$ cat config.mk
export PLATFORM = sky130hd
export DESIGN_NAME = pf_host_read_port
export DESIGN_NICKNAME = d
export VERILOG_FILES = /design/src/rtl/pfrd_pkg.sv /design/src/rtl/pf_entry_store.sv /design/src/rtl/pf_ptr_ctrl.sv /design/src/rtl/pf_mem_latch.sv /design/src/rtl/pf_bus_steer.sv /design/src/rtl/pf_host_read_port.sv
export SDC_FILE = /design/constraint.sdc
export NUM_CORES = 1
export LEC_CHECK = 0
export BUFFER_PORTS_ARGS = -buffer_cell sky130_fd_sc_hd__buf_2
export CORE_AREA = 4 4 220 222
export DETAILED_ROUTE_END_ITERATION = 8
export DIE_AREA = 0 0 224 226
export GPL_ROUTABILITY_DRIVEN = 0
export HOLD_SLACK_MARGIN = 0.02
export PLACE_DENSITY_LB_ADDON = 0.08
export SETUP_SLACK_MARGIN = 0.15
export SLEW_MARGIN = 20
export SYNTH_ARGS = -nofsm -noshare
export SYNTH_HDL_FRONTEND = slang
export SYNTH_HIERARCHICAL = 1
export SYNTH_SLANG_ARGS = --single-unit
$ cat constraint.sdc
create_clock -name clk -period 3.67 [get_ports clk]
set_input_delay 0.367 -clock clk [delete_from_list [all_inputs] [get_ports clk]]
set_output_delay 0.367 -clock clk [all_outputs]
set_load 0.03 [all_outputs]
$ cat src/rtl/pfrd_pkg.sv
// Shared command codes for the prefetch host read port.
package pfrd_pkg;
    typedef enum logic [2:0] {
        PF_IDLE  = 3'd0,
        PF_FIRST = 3'd1,
        PF_NEXTA = 3'd2,
        PF_NEXTB = 3'd3,
        PF_QUAD  = 3'd4,
        PF_MEMRD = 3'd5,
        PF_RSV6  = 3'd6,
        PF_RSV7  = 3'd7
    } pf_cmd_e;
endpackage

$ cat src/rtl/pf_entry_store.sv
// Prefetch entry storage.
// Holds DEPTH Dwords written through a synchronous load port and offers one
// pointer-indexed read plus fixed reads of entries 0 and 1.
// Assumes DEPTH >= 2 and that the load index is below DEPTH.
module pf_entry_store #(
    parameter int DW    = 32,
    parameter int DEPTH = 8,
    parameter int PW    = $clog2(DEPTH)
) (
    input  logic          clk,
    input  logic          rst_n,
    input  logic          ld_en,
    input  logic [PW-1:0] ld_idx,
    input  logic [DW-1:0] ld_data,
    input  logic [PW-1:0] rd_idx,
    output logic [DW-1:0] rd_data,
    output logic [DW-1:0] ent0,
    output logic [DW-1:0] ent1
);
    logic [DW-1:0] mem_q [DEPTH];

    for (genvar gi = 0; gi < DEPTH; gi++) begin : g_ent
        // Load one entry when its index is written.
        always_ff @(posedge clk) begin
            if (!rst_n)
                mem_q[gi] <= '0;
            else if (ld_en && (ld_idx == PW'(gi)))
                mem_q[gi] <= ld_data;
        end


        load_write_chk: assert property (@(posedge clk) disable iff (!rst_n)
            (ld_en && ld_idx == PW'(gi)) |=> (mem_q[gi] == $past(ld_data)));
    end

    // Select the pointed-to entry and expose the two fixed entries.
    always_comb begin
        rd_data = mem_q[rd_idx];
        ent0    = mem_q[0];
        ent1    = mem_q[1];
    end
endmodule

$ cat src/rtl/pf_ptr_ctrl.sv
// Command register and read pointer.
// Latches each strobed command. The latched command stays in force for the
// bus and also acts as the previous command for the step rule. The pointer
// advances only when a step code follows its partner code.
// Assumes the command input is meaningful only while cmd_vld is high.
module pf_ptr_ctrl
    import pfrd_pkg::*;
#(
    parameter int PW = 3
) (
    input  logic          clk,
    input  logic          rst_n,
    input  logic          cmd_vld,
    input  logic [2:0]    cmd,
    output pf_cmd_e       cur_cmd,
    output logic [PW-1:0] rd_ptr
);
    pf_cmd_e       new_cmd;
    logic [PW-1:0] ptr_nxt;

    // Decide the next pointer from the new command and the held command.
    always_comb begin
        new_cmd = pf_cmd_e'(cmd);
        ptr_nxt = rd_ptr;
        case (new_cmd)
            PF_FIRST: ptr_nxt = '0;
            PF_NEXTA: if (cur_cmd == PF_FIRST || cur_cmd == PF_NEXTB)
                          ptr_nxt = rd_ptr + 1'b1;
            PF_NEXTB: if (cur_cmd == PF_NEXTA)
                          ptr_nxt = rd_ptr + 1'b1;
            default:  ptr_nxt = rd_ptr;
        endcase
    end

    // Register the command and the pointer on a strobed cycle.
    always_ff @(posedge clk) begin
        if (!rst_n) begin
            cur_cmd <= PF_IDLE;
            rd_ptr  <= '0;
        end else if (cmd_vld) begin
            cur_cmd <= new_cmd;
            rd_ptr  <= ptr_nxt;
        end
    end


    first_zero_chk: assert property (@(posedge clk) disable iff (!rst_n)
        (cmd_vld && cmd == 3'd1) |=> (rd_ptr == '0));


    stepa_adv_chk: assert property (@(posedge clk) disable iff (!rst_n)
        (cmd_vld && cmd == 3'd2 && (cur_cmd == PF_FIRST || cur_cmd == PF_NEXTB))
        |=> (rd_ptr == PW'($past(rd_ptr) + 1'b1)));


    stepa_hold_chk: assert property (@(posedge clk) disable iff (!rst_n)
        (cmd_vld && cmd == 3'd2 && cur_cmd != PF_FIRST && cur_cmd != PF_NEXTB)
        |=> $stable(rd_ptr));


    stepb_adv_chk: assert property (@(posedge clk) disable iff (!rst_n)
        (cmd_vld && cmd == 3'd3 && cur_cmd == PF_NEXTA)
        |=> (rd_ptr == PW'($past(rd_ptr) + 1'b1)));


    stepb_hold_chk: assert property (@(posedge clk) disable iff (!rst_n)
        (cmd_vld && cmd == 3'd3 && cur_cmd != PF_NEXTA) |=> $stable(rd_ptr));


    no_strobe_chk: assert property (@(posedge clk) disable iff (!rst_n)
        !cmd_vld |=> ($stable(rd_ptr) && $stable(cur_cmd)));
endmodule

$ cat src/rtl/pf_mem_latch.sv
// Memory read-through latch, modelled synchronously.
// While mem_le is high the input passes through. The value present at each
// clock edge with mem_le high is captured, and it is shown while mem_le is low.
// Assumes mem_le is a level held across clock edges.
module pf_mem_latch #(
    parameter int BW = 64
) (
    input  logic          clk,
    input  logic          rst_n,
    input  logic          mem_le,
    input  logic [BW-1:0] mem_data,
    output logic [BW-1:0] mem_view
);
    logic [BW-1:0] hold_q;

    // Capture memory data while the latch is open.
    always_ff @(posedge clk) begin
        if (!rst_n)
            hold_q <= '0;
        else if (mem_le)
            hold_q <= mem_data;
    end

    // Pass through when open, otherwise show the captured value.
    always_comb mem_view = mem_le ? mem_data : hold_q;


    latch_hold_chk: assert property (@(posedge clk) disable iff (!rst_n)
        !mem_le |=> $stable(hold_q));
endmodule

$ cat src/rtl/pf_bus_steer.sv
// Host bus steering.
// Chooses the 64-bit bus value and the two half enables from the held
// command. Undriven halves read zero.
// Assumes the entry and memory inputs are settled within the cycle.
module pf_bus_steer
    import pfrd_pkg::*;
#(
    parameter int DW = 32
) (
    input  logic            clk,
    input  logic            rst_n,
    input  pf_cmd_e         cur_cmd,
    input  logic [DW-1:0]   sel_word,
    input  logic [DW-1:0]   ent0,
    input  logic [DW-1:0]   ent1,
    input  logic [2*DW-1:0] mem_view,
    output logic [2*DW-1:0] bus,
    output logic            oe_lo,
    output logic            oe_hi
);
    // Map the held command to a bus value and enables.
    always_comb begin
        bus   = '0;
        oe_lo = 1'b0;
        oe_hi = 1'b0;
        case (cur_cmd)
            PF_FIRST, PF_NEXTA, PF_NEXTB: begin
                bus   = {sel_word, sel_word};
                oe_lo = 1'b1;
                oe_hi = 1'b1;
            end
            PF_QUAD: begin
                bus   = {ent1, ent0};
                oe_lo = 1'b1;
                oe_hi = 1'b1;
            end
            PF_MEMRD: begin
                bus   = mem_view;
                oe_lo = 1'b1;
                oe_hi = 1'b1;
            end
            default: begin
                bus   = '0;
                oe_lo = 1'b0;
                oe_hi = 1'b0;
            end
        endcase
    end


    idle_quiet_chk: assert property (@(posedge clk) disable iff (!rst_n)
        (!oe_lo && !oe_hi) |-> (bus == '0));


    pair_halves_chk: assert property (@(posedge clk) disable iff (!rst_n)
        (cur_cmd == PF_QUAD) |-> (bus[DW-1:0] == ent0 && bus[2*DW-1:DW] == ent1));
endmodule

$ cat src/rtl/pf_host_read_port.sv
// Prefetch buffer host read port, top level.
// Joins the entry store, the pointer control, the memory latch and the bus
// steering. Bus outputs follow the held command in the cycle after a strobe.
// Assumes one clock domain and a synchronous active-low reset.
module pf_host_read_port
    import pfrd_pkg::*;
#(
    parameter int DW    = 32,
    parameter int DEPTH = 8,
    parameter int CW    = 3
) (
    input  logic                     clk,
    input  logic                     rst_n,
    input  logic                     cmd_vld,
    input  logic [CW-1:0]            cmd,
    input  logic                     ld_en,
    input  logic [$clog2(DEPTH)-1:0] ld_idx,
    input  logic [DW-1:0]            ld_data,
    input  logic                     mem_le,
    input  logic [2*DW-1:0]          mem_data,
    output logic [2*DW-1:0]          host_dout,
    output logic                     host_oe_lo,
    output logic                     host_oe_hi,
    output logic [$clog2(DEPTH)-1:0] rd_ptr
);
    localparam int PW = $clog2(DEPTH);
    localparam int BW = 2 * DW;

    pf_cmd_e        cur_cmd;
    logic [DW-1:0]  sel_word;
    logic [DW-1:0]  ent0;
    logic [DW-1:0]  ent1;
    logic [BW-1:0]  mem_view;

    pf_entry_store #(.DW(DW), .DEPTH(DEPTH), .PW(PW)) u_store (
        .clk(clk), .rst_n(rst_n),
        .ld_en(ld_en), .ld_idx(ld_idx), .ld_data(ld_data),
        .rd_idx(rd_ptr), .rd_data(sel_word), .ent0(ent0), .ent1(ent1)
    );

    pf_ptr_ctrl #(.PW(PW)) u_ptr (
        .clk(clk), .rst_n(rst_n),
        .cmd_vld(cmd_vld), .cmd(cmd),
        .cur_cmd(cur_cmd), .rd_ptr(rd_ptr)
    );

    pf_mem_latch #(.BW(BW)) u_latch (
        .clk(clk), .rst_n(rst_n),
        .mem_le(mem_le), .mem_data(mem_data), .mem_view(mem_view)
    );

    pf_bus_steer #(.DW(DW)) u_steer (
        .clk(clk), .rst_n(rst_n),
        .cur_cmd(cur_cmd), .sel_word(sel_word),
        .ent0(ent0), .ent1(ent1), .mem_view(mem_view),
        .bus(host_dout), .oe_lo(host_oe_lo), .oe_hi(host_oe_hi)
    );


    mem_pass_chk: assert property (@(posedge clk) disable iff (!rst_n)
        (cur_cmd == PF_MEMRD && mem_le) |-> (host_dout == mem_data && host_oe_lo && host_oe_hi));


    ptr_wrap_chk: assert property (@(posedge clk) disable iff (!rst_n)
        ($past(rd_ptr) == PW'(DEPTH-1) && rd_ptr != $past(rd_ptr) && cur_cmd != PF_FIRST)
        |-> (rd_ptr == '0));
endmodule

==> results of run 1 <==
[metrics by stage]
| stage | std cells | cell area [um2] | hold WS, ns | worst slack (ns) | utilization (%) |
|---|---|---|---|---|---|
| final | 1900 | 18800 | 0.129 | 0.475 | 40.4 |
| after global routing | 1900 | 18800 | 0.133 | 0.339 | 40.4 |
| after CTS | 1900 | 18800 | 0.0904 | 0.393 | 40.4 |
| after detailed placement | 1828 | 17500 | 0.565 | 1.01 | 37.7 |
| after global placement | 1828 | 17500 | 0.560 | 1.01 | 37.7 |
| after floorplan | 1124 | 16100 | 0.489 | 0.193 | - |
[layer usage]
metal,part of all wire [%],GRT usage [%],wire length [um],vias to the layer above
met2,45,28.3,21000,178
met5,0.037,0,17,-
met3,3.4,2.74,1590,52
met1,50,27.1,23100,5149
met4,1.7,4.49,789,2
li1,-,-,-,4660
[worst paths after layout]
| check | end |
|---|---|
| worst max register to register | u_ptr/rd_ptr[0] |
| worst min register to register | u_latch/hold_q[50] |
| worst max-delay path | host_dout[62] |
| worst min-delay path | u_ptr/cur_cmd[2] |
[worst register-to-register path, cell delays in order (launching register included)]
cell and delay, ns:
dfxtp_4 0.36, buf_12 0.40, and4bb_1 0.27, a31oi_2 0.22, a21oi_1 0.16, mux2i_1 0.13
[layout make-up]
type                    count  area, um2
well taps                 607        759
clock buffers              56       1080
fillers                  4405      27600
clock inverters            16        170
inverters                  32        120
repair buffers            207       1270
flip-flops and latches    326       9100
multi-input cells         656       6250
[state kept, by name (all words and copies together) (netlist names)]
| name | flops |
|---|---|
| u_latch/hold_q | 64 |
| u_ptr/cur_cmd | 3 |
| u_ptr/rd_ptr | 3 |
| u_store/mem_q | 256 |
[placed cells by master (no fill, tap or decap), drive strengths merged]
| master | count |
|---|---|
| nor2b | 4 |
| nand2b | 4 |
| nor3 | 258 |
| nand3b | 2 |
| mux2i | 69 |
| bufinv | 4 |
| or2b | 2 |
| mux4 | 64 |
| a21oi | 2 |
| nand3 | 1 |
| ha | 1 |
| or2 | 1 |
| o21bai | 1 |
| nand2 | 7 |
| nor4 | 1 |
| o21ba | 1 |
| dfxtp | 70 |
| and4bb | 1 |
| a31oi | 1 |
| mux2 | 96 |
| a21boi | 2 |
| buf | 207 |
| nor2 | 1 |
| o2bb2ai | 64 |
| edfxtp | 256 |
| clkbuf | 56 |
| and2 | 64 |
| o21ai | 9 |
| clkinv | 44 |
[kinds of logic after synthesis]
kind of cell / count (synthesis) / synth area share (%)
muxes: 229 / 22.4
adders and majority gates: 1 / 0.0779
buffers and inverters: 142 / 5.29
and+or+nand+nor: 346 / 11.5
AOI/OAI and AO/OA: 80 / 4.19
DFF: 326 / 56.6
[power by group]
part,total (mW),switching (mW),leakage (nW),internal (mW)
logic,1.16,0.723,2.87,0.441
clock network,3.86,1.53,0.608,2.33
registers,4.30,0.0806,3.05,4.22
total,9.32,2.33,6.53,6.99
==> results_dict.tcl, run 1 <==
set metrics [dict create \
    worst_pin_slew_ns 0.886 \
    cpMaxStageDelayCell "mux4_2" \
    synth.top_cells.by_area "edfxtp_1 (48%), dfxtp_1 (8.7%), nor3_1 (8.0%), mux4_1 (6.5%), mux2_4 (5.6%)" \
    pin_count 176 \
    yosysTopAreaCell "edfxtp_1" \
    syn_inst 1124 \
    cp-start-kind "register" \
    die-area_um2 50600 \
    antenna_cells 0 \
    p_total_mw 9.32 \
    rsz0062_at_grt "false" \
    cts_hold_buf 0 \
    required_ns 3.30 \
    finalHoldViolCount 0 \
    syn_to_final_growth_pct 16.8 \
    antenna_found_initial 2 \
    reg2reg_setup_slack_ns 2.01 \
    path_depth 5 \
    grt_max_degree 91 \
    ys_types 38 \
    netlist.area_leader.share_pct 47.9 \
    grt_pass1_wl_um 70300 \
    synth_warnings 6 \
    clock_latency_ns 0.54 \
    powerDensity_nw_per_um2 497 \
    drc 0 \
    cts.sinks 326 \
    critPathLaunch "u_ptr/rd_ptr[0]" \
    final_nets 1371 \
    cts_made_buffers 40 \
    critPathCaptureType "output pin" \
    worstPathMaxFanout 38 \
    viasPerCell 5.28 \
    netlist_area_um2 16100 \
    synthMostInstantiatedCell "nor3_1" \
    groute.usage.overall_pct 18.3 \
    async_flop_share_pct 0 \
    cap_violations 0 \
    holdPathStages 3 \
    synth_seq_cells 326 \
    fp-row-count 79 \
    grt_pass1_vias 10500 \
    report.final.slew_viol_count 0 \
    core_um2 46400 \
    clkTransAtPathRegs_ns 0.06 \
    hp-start "cmd[2]" \
    setup-tns-final_ns 0 \
    grt_overflow_total 0 \
    cts_tree "built" \
    vias 10000 \
    ir_drop_uv 229 \
    routed_wl_um 46500 \
    synthFlopType "edfxtp_1" \
    p_leak_nw 6.53 \
    hold_class "input port to register" \
    post-cts-setup-buffer-count 0 \
    min_period_ns 3.20 \
    cts_resized 0 \
    reg2reg_depth 5 \
    timing.slew.headroom_pct 40.9 \
    postRouteAntennaNets 0 \
    drive_above_1_share_pct 30.9 \
    setup_viol 0 \
    start_util_pct 34.6 \
    yosys-top-cells-count "nor3_1 (257), edfxtp_1 (256), dfxtp_1 (70), mux2i_1 (69), and2_1 (63)" \
    fmax_ghz 0.313 \
    hpwl_um 29000 \
    finalClockSkew_ns 0.00176 \
    r2r_start "u_ptr/cur_cmd[0]" \
    drt_iter0_markers 614 \
    die_w_um 224 \
    htreeDepth 2 \
    first_pass_iters 5 \
    cp_cell_sequence "buf_12, mux4_2, mux2_2, o2bb2ai_1, buf_2" \
    die_h_um 226 \
    critPathBufInv 2 \
    cp.arrival_ns 2.83 \
    portBuffers 175 \
    period_share_pct 87.1 \
    seq_area_frac_synth_pct 56.6 \
    wl_per_cell_um 24.5 \
    status "finished clean" \
    cts_buffer_depth 3 \
    synth.net_count 1232 \
    syn_area_per_cell_um2 14.3 \
    synth_edf_count 256 \
    path_class "register to output pin" \
    crit_family "multiplexers" \
    cts-root-buf "clkbuf_16" \
    max_stage_delay_ns 0.57 \
]
Note: power is estimated with default switching activity, not from simulation.
==> inputs of run 2 (changes only) <==
Clock period 3.67 ns to 3.3 ns, I/O delays scaled along.
==> run 2 against run 1 <==
  * Worst hold slack worse by 0.025 ns
  * Sequential share of layout area down 0.081 points
  * Critical path depth unchanged
==> results_dict.tcl, run 2 (synthesis results as in run 1) <==
set metrics [dict create \
    portBuffers 175 \
    utilization_pct 40.5 \
    powerDensity_nw_per_um2 549 \
    grt_pass1_wl_um 70600 \
    p_total_mw 10.3 \
    cp-start-kind "register" \
    largest_reg_flops 256 \
    grt_overflow_total 0 \
    start_util_pct 34.6 \
    layoutNonFillerInstCount 1905 \
    finalClockSkew_ns 0.00544 \
    status "finished clean" \
    cts_tree "built" \
    drc 0 \
    final_cell_mix "nor3_1 (257), edfxtp_1 (256), buf_2 (173)" \
    antenna_found_initial 2 \
    setup-tns-final_ns 0 \
    worst_slack_ns 0.369 \
    finalHoldViolCount 0 \
    groute.usage.overall_pct 18.3 \
    grt_max_degree 129 \
    ir_drop_uv 322 \
    cts.sinks 326 \
    cap_violations 0 \
    p_leak_nw 6.57 \
    clkTransAtPathRegs_ns 0.06 \
    die_h_um 226 \
    htreeDepth 2 \
    core_um2 46400 \
    die_w_um 224 \
    timing.slew.headroom_pct 38.8 \
    setup_viol 0 \
    critPathCaptureType "output pin" \
    cts_buffer_depth 3 \
    grt_pass1_vias 10600 \
    pre_cts_slack_ns 0.781 \
    max_flop_register "u_store/mem_q" \
    die-area_um2 50600 \
    fp-row-count 79 \
    viasPerCell 5.30 \
    hpwl_um 29300 \
    place_area_um2 17500 \
    syn_to_final_growth_pct 17.0 \
    path_class "register to output pin" \
    cts_hold_buf 0 \
    rsz0062_at_grt "false" \
    period_share_pct 88.8 \
    cts_made_buffers 39 \
    routed_wl_um 46800 \
    first_pass_iters 5 \
    required_ns 2.97 \
    drive_above_1_share_pct 31.7 \
    top_regs "u_store/mem_q: 256 flops, u_latch/hold_q: 64 flops" \
    final_common_cell "nor3_1" \
    wl_per_cell_um 24.6 \
    vias 10100 \
    report.final.slew_viol_count 0 \
    holdWs_ns 0.104 \
    drt_iter0_markers 578 \
    clock_latency_ns 0.53 \
    hold_class "input port to register" \
    pin_count 176 \
    min_period_ns 2.93 \
    worst_pin_slew_ns 0.918 \
    fin_area_um2 18800 \
    fill_cells 4375 \
    worstPathMaxFanout 11 \
    cts-root-buf "clkbuf_16" \
    cp.arrival_ns 2.60 \
    dp.cells 1833 \
    antenna_cells 0 \
    final_nets 1376 \
    fmax_ghz 0.341 \
    postRouteAntennaNets 0 \
]
==> run 2: area by class of cell <==
type	count	area, um2	share of cell area, %
Multi-Input combinational cell	656	6230	33.2
Clock buffer	58	1150	6.12
Timing Repair Buffer	213	1310	6.98
Inverter	32	120	0.639
Clock inverter	13	109	0.580
Sequential cell	326	9100	48.5
Tap cell	607	759	4.04
==> run 2: report_power, final <==
group          internal (mW)  leakage, nW  switching [mW]  total [mW]
Sequential              4.69         3.05          0.0887        4.78
Combinational          0.492         2.89           0.805        1.30
Clock                   2.56        0.621            1.68        4.24
==> run 2: repair_timing <==
| item | 4_1_cts | 5_1_grt |
|---|---|---|
| setup endpoints to repair | 0 | 4 |
| buffers inserted | 0 | 1 |
| gates resized for setup | 0 | 0 |
==> run 2: per-layer routing <==
metal / routed length, um / global-route usage, %
met3: 1640 / 2.63
met4: 685 / 4.06
met5: 0 / 0
met2: 21700 / 29.2
met1: 22700 / 26.6
==> run 2: critical path, stage by stage (launching register included) <==
cell       delay [ns]
dfxtp_4          0.51
buf_4            0.29
mux4_2           0.51
mux2_2           0.30
o2bb2ai_1        0.20
buf_2            0.25
==> run 2: worst paths after layout <==
kind	from	to	slack, ns	cells past startpoint
max	u_ptr/rd_ptr[0]	host_dout[62]	0.37	5
min	cmd[2]	u_ptr/cur_cmd[2]	0.10	3
max reg2reg	u_ptr/cur_cmd[0]	u_ptr/rd_ptr[0]	1.61	5
min reg2reg	u_latch/hold_q[45]	u_latch/hold_q[45]	0.58	2
==> inputs of run 3 (changes only) <==
==> constraint.sdc (replaced) <==
create_clock -name clk -period 3.3 [get_ports clk]
set_input_delay 0.33 -clock clk [delete_from_list [all_inputs] [get_ports clk]]
set_output_delay 0.33 -clock clk [all_outputs]
set_load 0.005 [all_outputs]
==> run 3 against run 2 <==
  * Die area unchanged
  * Final cell count increased by 0.26%
  * Clock skew decreased by 0.0021 ns
  * Power increased by 2.9%
  * Critical path depth unchanged
  * Core utilization increased by 0.31 points
  * Via count increased by 0.21%
  * Worst setup slack got worse by 0.040 ns
  * Largest cell class unchanged
==> results_dict.tcl, run 3 (synthesis results as in run 1) <==
set metrics [dict create \
    timing.slew.headroom_pct 42.4 \
    cts.sinks 326 \
    worst_pin_slew_ns 0.864 \
    cp.arrival_ns 2.64 \
    max_stage_delay_ns 0.64 \
    worstPathMaxFanout 38 \
    critPathCaptureType "output pin" \
    grt_overflow_total 0 \
    cp-start-kind "register" \
    die-area_um2 50600 \
    path_depth 5 \
    grt_max_degree 77 \
    pin_count 176 \
    cap_violations 0 \
    grt_pass1_wl_um 71300 \
    postRouteAntennaNets 0 \
    dp.cells 1834 \
    p_total_mw 10.6 \
    reg2reg_depth 5 \
    routed_wl_um 47300 \
    die_w_um 224 \
    clock_latency_ns 0.55 \
    finalHoldViolCount 0 \
    fin_area_um2 18900 \
    htreeDepth 2 \
    antenna_found_initial 2 \
    cpMaxStageDelayCell "mux4_1" \
    largest_reg_flops 256 \
    viasPerCell 5.29 \
    first_pass_iters 5 \
    drive_above_1_share_pct 32.3 \
    start_util_pct 34.6 \
    hold_class "input port to register" \
    cts-root-buf "clkbuf_16" \
    report.final.slew_viol_count 0 \
    status "finished clean" \
    place_area_um2 17500 \
    wl_per_cell_um 24.7 \
    required_ns 2.97 \
    fp-row-count 79 \
    max_flop_register "u_store/mem_q" \
    final_common_cell "nor3_1" \
    cts_made_buffers 40 \
    core_um2 46400 \
    drc 0 \
    drt_iter0_markers 603 \
    grt_pass1_vias 10600 \
    path_class "register to output pin" \
    final_cell_mix "nor3_1 (257), edfxtp_1 (256), buf_2 (173)" \
    p_leak_nw 6.62 \
    groute.usage.overall_pct 18.6 \
    rsz0062_at_grt "false" \
    final_nets 1377 \
    cts_resized 0 \
    clkTransAtPathRegs_ns 0.06 \
    cp_cell_sequence "buf_12, mux4_1, mux2_2, o2bb2ai_1, buf_2" \
    period_share_pct 90.0 \
    top_regs "u_store/mem_q: 256 flops, u_latch/hold_q: 64 flops" \
    powerDensity_nw_per_um2 561 \
    min_period_ns 2.97 \
    holdPathStages 3 \
    setup-tns-final_ns 0 \
    layoutNonFillerInstCount 1910 \
    portBuffers 175 \
    die_h_um 226 \
    finalClockSkew_ns 0.00335 \
    setup_viol 0 \
    cts_hold_buf 0 \
    fmax_ghz 0.337 \
    post-cts-setup-buffer-count 0 \
    syn_to_final_growth_pct 17.9 \
    ir_drop_uv 279 \
    crit_family "multiplexers" \
    critPathBufInv 2 \
    vias 10100 \
    hpwl_um 30100 \
    cts_tree "built" \
    cts_buffer_depth 3 \
]
[run 3: cell types whose count changed in the layout (fill, tap and decap cells not counted), sizes merged]
cell      previous run  this run
clkinv              43        46
clkinvlp             0         4
bufinv               2         7
clkbuf              58        49
diode                0         2
[run 3: cell type report]
cell class / instances / area, um2
fill: 4335 / 27400
clock inverter: 25 / 319
multi-input combinational: 656 / 6230
timing repair buffer: 213 / 1300
tap: 607 / 759
sequential: 326 / 9100
antenna: 2 / 5.00
inverter: 32 / 120
clock buffer: 49 / 1090
[run 3: where the power goes]
part           internal [mW]  switching (mW)
clock                   2.90            1.79
combinational          0.486           0.651
sequential              4.69          0.0917
total                   8.08            2.54
[run 3: path summary, 6_finish.rpt]
check	slack [ns]	endpoint	from
worst max-delay path	0.33	host_dout[22]	u_ptr/rd_ptr[0]
worst min-delay path	0.10	u_ptr/cur_cmd[2]	cmd[2]
worst max register to register	1.20	u_ptr/rd_ptr[0]	u_ptr/cur_cmd[0]
worst min register to register	0.58	u_latch/hold_q[14]	u_latch/hold_q[14]
[run 3: per-stage QoR]
step | hold slack, ns | setup slack [ns] | utilization (%)
after floorplan | 0.452 | -0.140 | -
after global placement | 0.559 | 0.887 | 37.8
after detailed placement | 0.564 | 0.875 | 37.8
after CTS | 0.0591 | 0.269 | 40.8
after global routing | 0.0921 | 0.188 | 40.8
final | 0.102 | 0.329 | 40.8
[run 3: routing by layer]
metal,track usage [%],vias to the layer above,wire length (um)
li1,-,4672,-
met1,26.8,5174,22500
met2,29.7,210,22100
met3,2.52,55,1760
met4,5.03,0,932
met5,0,-,0
[run 3: worst reg2reg max path: stages, from the launching register on]
cell and delay (ns):
dfxtp_4 0.35, buf_4 0.52, and4bb_1 0.28, a31oi_2 0.23
a21oi_1 0.15, mux2i_1 0.41
